===== config.mk =====
export PLATFORM = sky130hd
export DESIGN_NAME = pbrst_conditioner
export DESIGN_NICKNAME = d
export VERILOG_FILES = /design/src/rtl/pbrst_pkg.sv /design/src/rtl/pbrst_sync2.sv /design/src/rtl/pbrst_press_qual.sv /design/src/rtl/pbrst_release_stretch.sv /design/src/rtl/pbrst_conditioner.sv
export SDC_FILE = /design/constraint.sdc
export NUM_CORES = 1
export LEC_CHECK = 0
export ABC_AREA = 0
export BUFFER_PORTS_ARGS = -buffer_cell sky130_fd_sc_hd__buf_2
export CORE_AREA = 2 2 39 41
export CTS_BUF_LIST = sky130_fd_sc_hd__clkbuf_16
export DETAILED_ROUTE_END_ITERATION = 6
export DIE_AREA = 0 0 41 43
export PLACE_DENSITY = 0.83
export SLEW_MARGIN = 40
export SYNTH_ARGS = -nofsm -noshare
export SYNTH_HDL_FRONTEND = slang
export SYNTH_SLANG_ARGS = --single-unit
export TNS_END_PERCENT = 30

===== constraint.sdc =====
create_clock -name clk -period 3.79 [get_ports clk]
set_input_delay 0.379 -clock clk [delete_from_list [all_inputs] [get_ports clk]]
set_output_delay 0.379 -clock clk [all_outputs]
set_load 0.05 [all_outputs]

===== src/rtl/pbrst_pkg.sv =====
package pbrst_pkg;
  typedef enum logic [1:0] {
    ST_IDLE    = 2'd0,
    ST_HELD    = 2'd1,
    ST_RELEASE = 2'd2
  } stretch_state_e;
endpackage


===== src/rtl/pbrst_sync2.sv =====
module pbrst_sync2 #(
  parameter logic RESET_VAL = 1'b1
) (
  input  logic clk,
  input  logic rst,
  input  logic d_async,
  output logic q_sync
);
  logic meta_q;
  logic sync_q;

  always_ff @(posedge clk) begin
    if (rst) begin
      meta_q <= RESET_VAL;
      sync_q <= RESET_VAL;
    end else begin
      meta_q <= d_async;
      sync_q <= meta_q;
    end
  end

  assign q_sync = sync_q;
endmodule


===== src/rtl/pbrst_press_qual.sv =====
module pbrst_press_qual #(
  parameter int PRESS_TICKS = 4
) (
  input  logic clk,
  input  logic rst,
  input  logic tick_ms,
  input  logic level_n,
  output logic press_ok
);
  localparam int CW = $clog2(PRESS_TICKS + 1);
  localparam logic [CW-1:0] CMAX = CW'(PRESS_TICKS);

  logic [CW-1:0] low_cnt;

  always_ff @(posedge clk) begin
    if (rst) begin
      low_cnt <= '0;
    end else if (level_n) begin
      low_cnt <= '0;
    end else if (tick_ms && (low_cnt != CMAX)) begin
      low_cnt <= low_cnt + 1'b1;
    end
  end

  assign press_ok = (low_cnt == CMAX);

  // acceptance only appears after a tick sampled with the input low
  a_r4_accept_on_tick: assert property (@(posedge clk) disable iff (rst)
    ($rose(press_ok) && !$past(rst)) |-> ($past(tick_ms) && !$past(level_n)));

  // a high sample always withdraws acceptance on the next cycle
  a_r3_high_clears: assert property (@(posedge clk) disable iff (rst)
    level_n |=> !press_ok);
endmodule


===== src/rtl/pbrst_release_stretch.sv =====
module pbrst_release_stretch
  import pbrst_pkg::*;
#(
  parameter int STRETCH_TICKS = 250
) (
  input  logic clk,
  input  logic rst,
  input  logic tick_ms,
  input  logic level_n,
  input  logic press_ok,
  output logic rst_req
);
  localparam int SW = $clog2(STRETCH_TICKS + 1);
  localparam logic [SW-1:0] SMAX = SW'(STRETCH_TICKS);

  stretch_state_e state_q, state_d;
  logic [SW-1:0]  scnt_q, scnt_d;
  logic           req_q;

  always_comb begin
    state_d = state_q;
    scnt_d  = scnt_q;
    unique case (state_q)
      ST_IDLE: begin
        if (press_ok) state_d = ST_HELD;
      end
      ST_HELD: begin
        if (level_n) begin
          state_d = ST_RELEASE;
          scnt_d  = '0;
        end
      end
      ST_RELEASE: begin
        if (!level_n) begin
          state_d = ST_HELD;
        end else if (tick_ms) begin
          if (scnt_q == SMAX) state_d = ST_IDLE;
          else                scnt_d  = scnt_q + 1'b1;
        end
      end
      default: state_d = ST_IDLE;
    endcase
  end

  always_ff @(posedge clk) begin
    if (rst) begin
      state_q <= ST_IDLE;
      scnt_q  <= '0;
      req_q   <= 1'b0;
    end else begin
      state_q <= state_d;
      scnt_q  <= scnt_d;
      req_q   <= (state_d != ST_IDLE);
    end
  end

  assign rst_req = req_q;

  // the request only drops on a tick while the input is high
  a_r6_fall_on_tick_high: assert property (@(posedge clk) disable iff (rst)
    ($fell(rst_req) && !$past(rst)) |-> ($past(tick_ms) && $past(level_n)));
endmodule


===== src/rtl/pbrst_conditioner.sv =====
module pbrst_conditioner #(
  parameter int PRESS_TICKS   = 4,
  parameter int STRETCH_TICKS = 250
) (
  input  logic clk,
  input  logic rst,
  input  logic tick_ms,
  input  logic btn_n,
  output logic rst_req
);
  logic btn_s_n;
  logic press_ok;

  pbrst_sync2 #(.RESET_VAL(1'b1)) u_sync (
    .clk     (clk),
    .rst     (rst),
    .d_async (btn_n),
    .q_sync  (btn_s_n)
  );

  pbrst_press_qual #(.PRESS_TICKS(PRESS_TICKS)) u_qual (
    .clk      (clk),
    .rst      (rst),
    .tick_ms  (tick_ms),
    .level_n  (btn_s_n),
    .press_ok (press_ok)
  );

  pbrst_release_stretch #(.STRETCH_TICKS(STRETCH_TICKS)) u_stretch (
    .clk      (clk),
    .rst      (rst),
    .tick_ms  (tick_ms),
    .level_n  (btn_s_n),
    .press_ok (press_ok),
    .rst_req  (rst_req)
  );

  // a rising request always follows a qualified press
  a_r4_rise_needs_press: assert property (@(posedge clk) disable iff (rst)
    ($rose(rst_req) && !$past(rst)) |-> $past(press_ok));

  // the request holds while the synchronized input is low
  a_r8_hold_while_low: assert property (@(posedge clk) disable iff (rst)
    (rst_req && !btn_s_n) |=> rst_req);
endmodule


==> reports/qor.txt <==
routed wire length: 1.39 mm
prevailing post-synth register cell: dfxtp_1
Yosys top cell by area: dfxtp_1
Hold Path Class: in2reg
antenna-violating nets left: 0
Synth area leaders: dfxtp_1 (41%), ha_1 (6.4%), mux2i_1 (3.9%)
Ys Warns: 0
wire length per cell: 13.0 um
share of cells above drive strength 1: 13.2%
Top Family by Delay on Critical Path: simple AND/OR/NAND/NOR gates
CTS hold repair buffers: 0
Crit Reg-Reg Startpoint: u_stretch.scnt_q[0]$_SDFFE_PP0P_
endpoints failing setup: 0
worst skew pair latency: 250 ps
Worst setup startpoint: u_stretch.scnt_q[0]$_SDFFE_PP0P_
H-tree lvl count: 1
Seq pwr share: 44.3%
Clk network pwr share: 53.3%
top cell type's share of synthesized area: 41.2%
Slowest cell on crit path: or4b_1
synthesized cell area: 777 um^2
min Tclk post-route: 1740 ps
Hold Slack: 316 ps
PwrDens: 438 mW/mm^2
CTS resizes: 0
vias in the first global route: 610
Gate power share: 2.4%
Max-Cap Viols: 0
core area: 0.00138 mm^2
CP Capture Type: register
TNS Setup: 0 ps
global-route wire length before repair: 2.51 mm
nets: 100
CTS tree: yes
async set or reset register ratio after synthesis: 0%
Net Sw Frac: 18.9%
Vias per Instance: 5.91
Inserted Diodes: 0
Seq/Total Area, Yosys: 41.2%
global-route usage over all layers: 20.9%
worst-path cell chain: inv_1 > ha_1 > and3b_1 > a21o_4 > or4b_1 > a21oi_1
DR DRC count: 0
site row count: 14
Setup WS pre-CTS: 2050 ps
final RePlAce weighted congestion: 0.727
cell count after synthesis: 86
Stages on worst setup path: 6
FF-to-FF path depth: 6
Overflow after GRT: 0
vias: 632
Iteration-0 DRC Markers: 10
DIE WIDTH: 41 um
Post-CTS Repair Setup Buffers: 0
critical path fanouts, max: 9
leakage power: 0.330 nW
Int Pwr: 313 uW
worst setup path end: u_stretch.scnt_q[1]$_SDFFE_PP0P_
Max VDD drop: 0.257 mV
hpwl dp: 962 um
clock sink count: 16
fin. max-slew vios: 0
root buf cell: clkbuf_16
Ports: 5
Worst path max stage delay: 460 ps
startpoint types: register
full die area: 0.00176 mm^2
fmax: 0.575 GHz
WP buf/inv: 1
P&R area growth vs syn: 13.5%
initial antenna violation count: 0
slew margin rel.: 67.2%
port bufs: 4
Fin Clk Skew: 1.98 ps
RSZ-0062 raised after global routing: no
switching power: 72.8 uW
syn nets: 94
Tightest Pin Transition: 487 ps
CTS Buf Count: 3
outcome: complete, no violations
crit path DAT: 1920 ps
syn_area_per_cell: 9.03 um^2
die height: 43 um
setup ws final: 2050 ps
CP required: 3970 ps
R2R setup slack: 2050 ps
clk slew on worst S/H paths: 50 ps
Initial Util: 56.1%
worst r2r dst: u_stretch.scnt_q[1]$_SDFFE_PP0P_
fin crit share: 45.9%
largest net degree at the start of global routing: 12
Pre-antenna DRT Iters: 4
EDFF count, synth: 0
#FFs+latches synth: 16
crit path kind: reg2reg
Final Hold Vio Count: 0
Clock Tree Buf Depth: 2
Distinct cells, synth: 31
[power groups by stage]
| stage | sequential [mW] | clock [mW] | combinational (mW) |
|---|---|---|---|
| final | 0.171 | 0.206 | 0.00945 |
| after global routing | 0.171 | 0.216 | 0.0106 |
| after CTS | 0.171 | 0.211 | 0.00955 |
| after detailed placement | 0.174 | 0 | 0.00921 |
| after global placement | 0.174 | 0 | 0.00889 |
| after floorplan | 0.173 | 0 | 0.00713 |
[metal layers]
layer / up-vias / track usage [%] / share of wire [%]
met1: 310 / 24.9 / 41
li1: 311 / - / -
met5: - / 0 / 0
met2: 9 / 33.4 / 53
met3: 2 / 7.85 / 3.9
met4: 0 / 6.00 / 1.2
[synth_stat cells (2+ instances only)]
library cell / count
a2111o_1: 2
a211oi_1: 2
a21oi_1: 5
buf_2: 2
dfxtp_1: 16
ha_1: 4
inv_1: 6
mux2i_1: 3
nand2_1: 8
nand3_1: 4
nor2_1: 8
nor3_1: 3
o2111ai_1: 2
or2_2: 2
xnor2_1: 3
[metrics by stage]
stage / instances / power, mW / utilization [%] / instance area [um^2]
4_1_cts: 107 / 0.392 / 63.7 / 882
5_1_grt: 107 / 0.397 / 63.7 / 882
2_1_floorplan: 86 / 0.180 / - / 777
3_3_place_gp: 103 / 0.183 / 58.0 / 803
6_report: 107 / 0.386 / 63.7 / 882
3_5_place_dp: 103 / 0.183 / 58.0 / 803
[worst min path at each step]
stage,from,end,slack [ps],depth (start not counted)
global placement,u_sync.meta_q$_SDFF_PP1_,u_sync.q_sync$_SDFF_PP1_,390,1
CTS,btn_n,u_sync.meta_q$_SDFF_PP1_,320,2
finish,btn_n,u_sync.meta_q$_SDFF_PP1_,320,2
detailed placement,u_sync.meta_q$_SDFF_PP1_,u_sync.q_sync$_SDFF_PP1_,390,1
floorplan,u_sync.meta_q$_SDFF_PP1_,u_sync.q_sync$_SDFF_PP1_,390,1
global route,btn_n,u_sync.meta_q$_SDFF_PP1_,320,2
[layout make-up]
| class | count | area [um^2] |
|---|---|---|
| Clock buffer | 3 | 75.1 |
| Timing Repair Buffer | 4 | 20.0 |
| Multi-Input combinational cell | 61 | 420 |
| Fill cell | 116 | 502 |
| Inverter | 6 | 22.5 |
| Clock inverter | 1 | 3.75 |
| Tap cell | 16 | 20.0 |
| Sequential cell | 16 | 320 |
[state kept, by name, indices dropped and copies added, names as in the netlist]
register,flops
u_qual.low_cnt,3
u_stretch.rst_req,1
u_stretch.scnt_q,8
u_stretch.state_q,2
u_sync.meta_q,1
u_sync.q_sync,1
[cell families (layout without fill, tap and decap cells)]
group	Yosys count	count (layout)	share of synthesized area [%]
buffers and inverters	9	14	4.67
multiplexers	4	4	5.31
AO/OA/AOI/OAI	16	16	15.9
XOR/XNOR	4	4	4.51
adder cells (fa/ha/maj)	4	4	6.44
AND/OR/NAND/NOR	33	33	21.9
flip-flops	16	16	41.2
[cell usage in the layout, fill, tap and decap left out, drive strengths merged]
master,Yosys,routed
nand2b,1,1
o2111ai,2,2
a31oi,1,1
nand3b,1,1
a21o,1,1
dfxtp,16,16
and4,1,1
buf,2,4
mux2i,3,3
nand3,4,4
a21oi,5,5
nand2,8,8
ha,4,4
xor2,1,1
o22ai,1,1
nand4b,1,1
clkbuf,1,3
nor2,8,8
clkinv,0,1
xnor2,3,3
or4b,1,1
and3,1,1
a211oi,2,2
or2,2,2
nor3,3,3
and3b,1,1
or3,1,1
inv,6,6
a21boi,1,1
a31o,1,1
a2111o,2,2
mux2,1,1
Note: power is estimated with default switching activity, not from simulation.
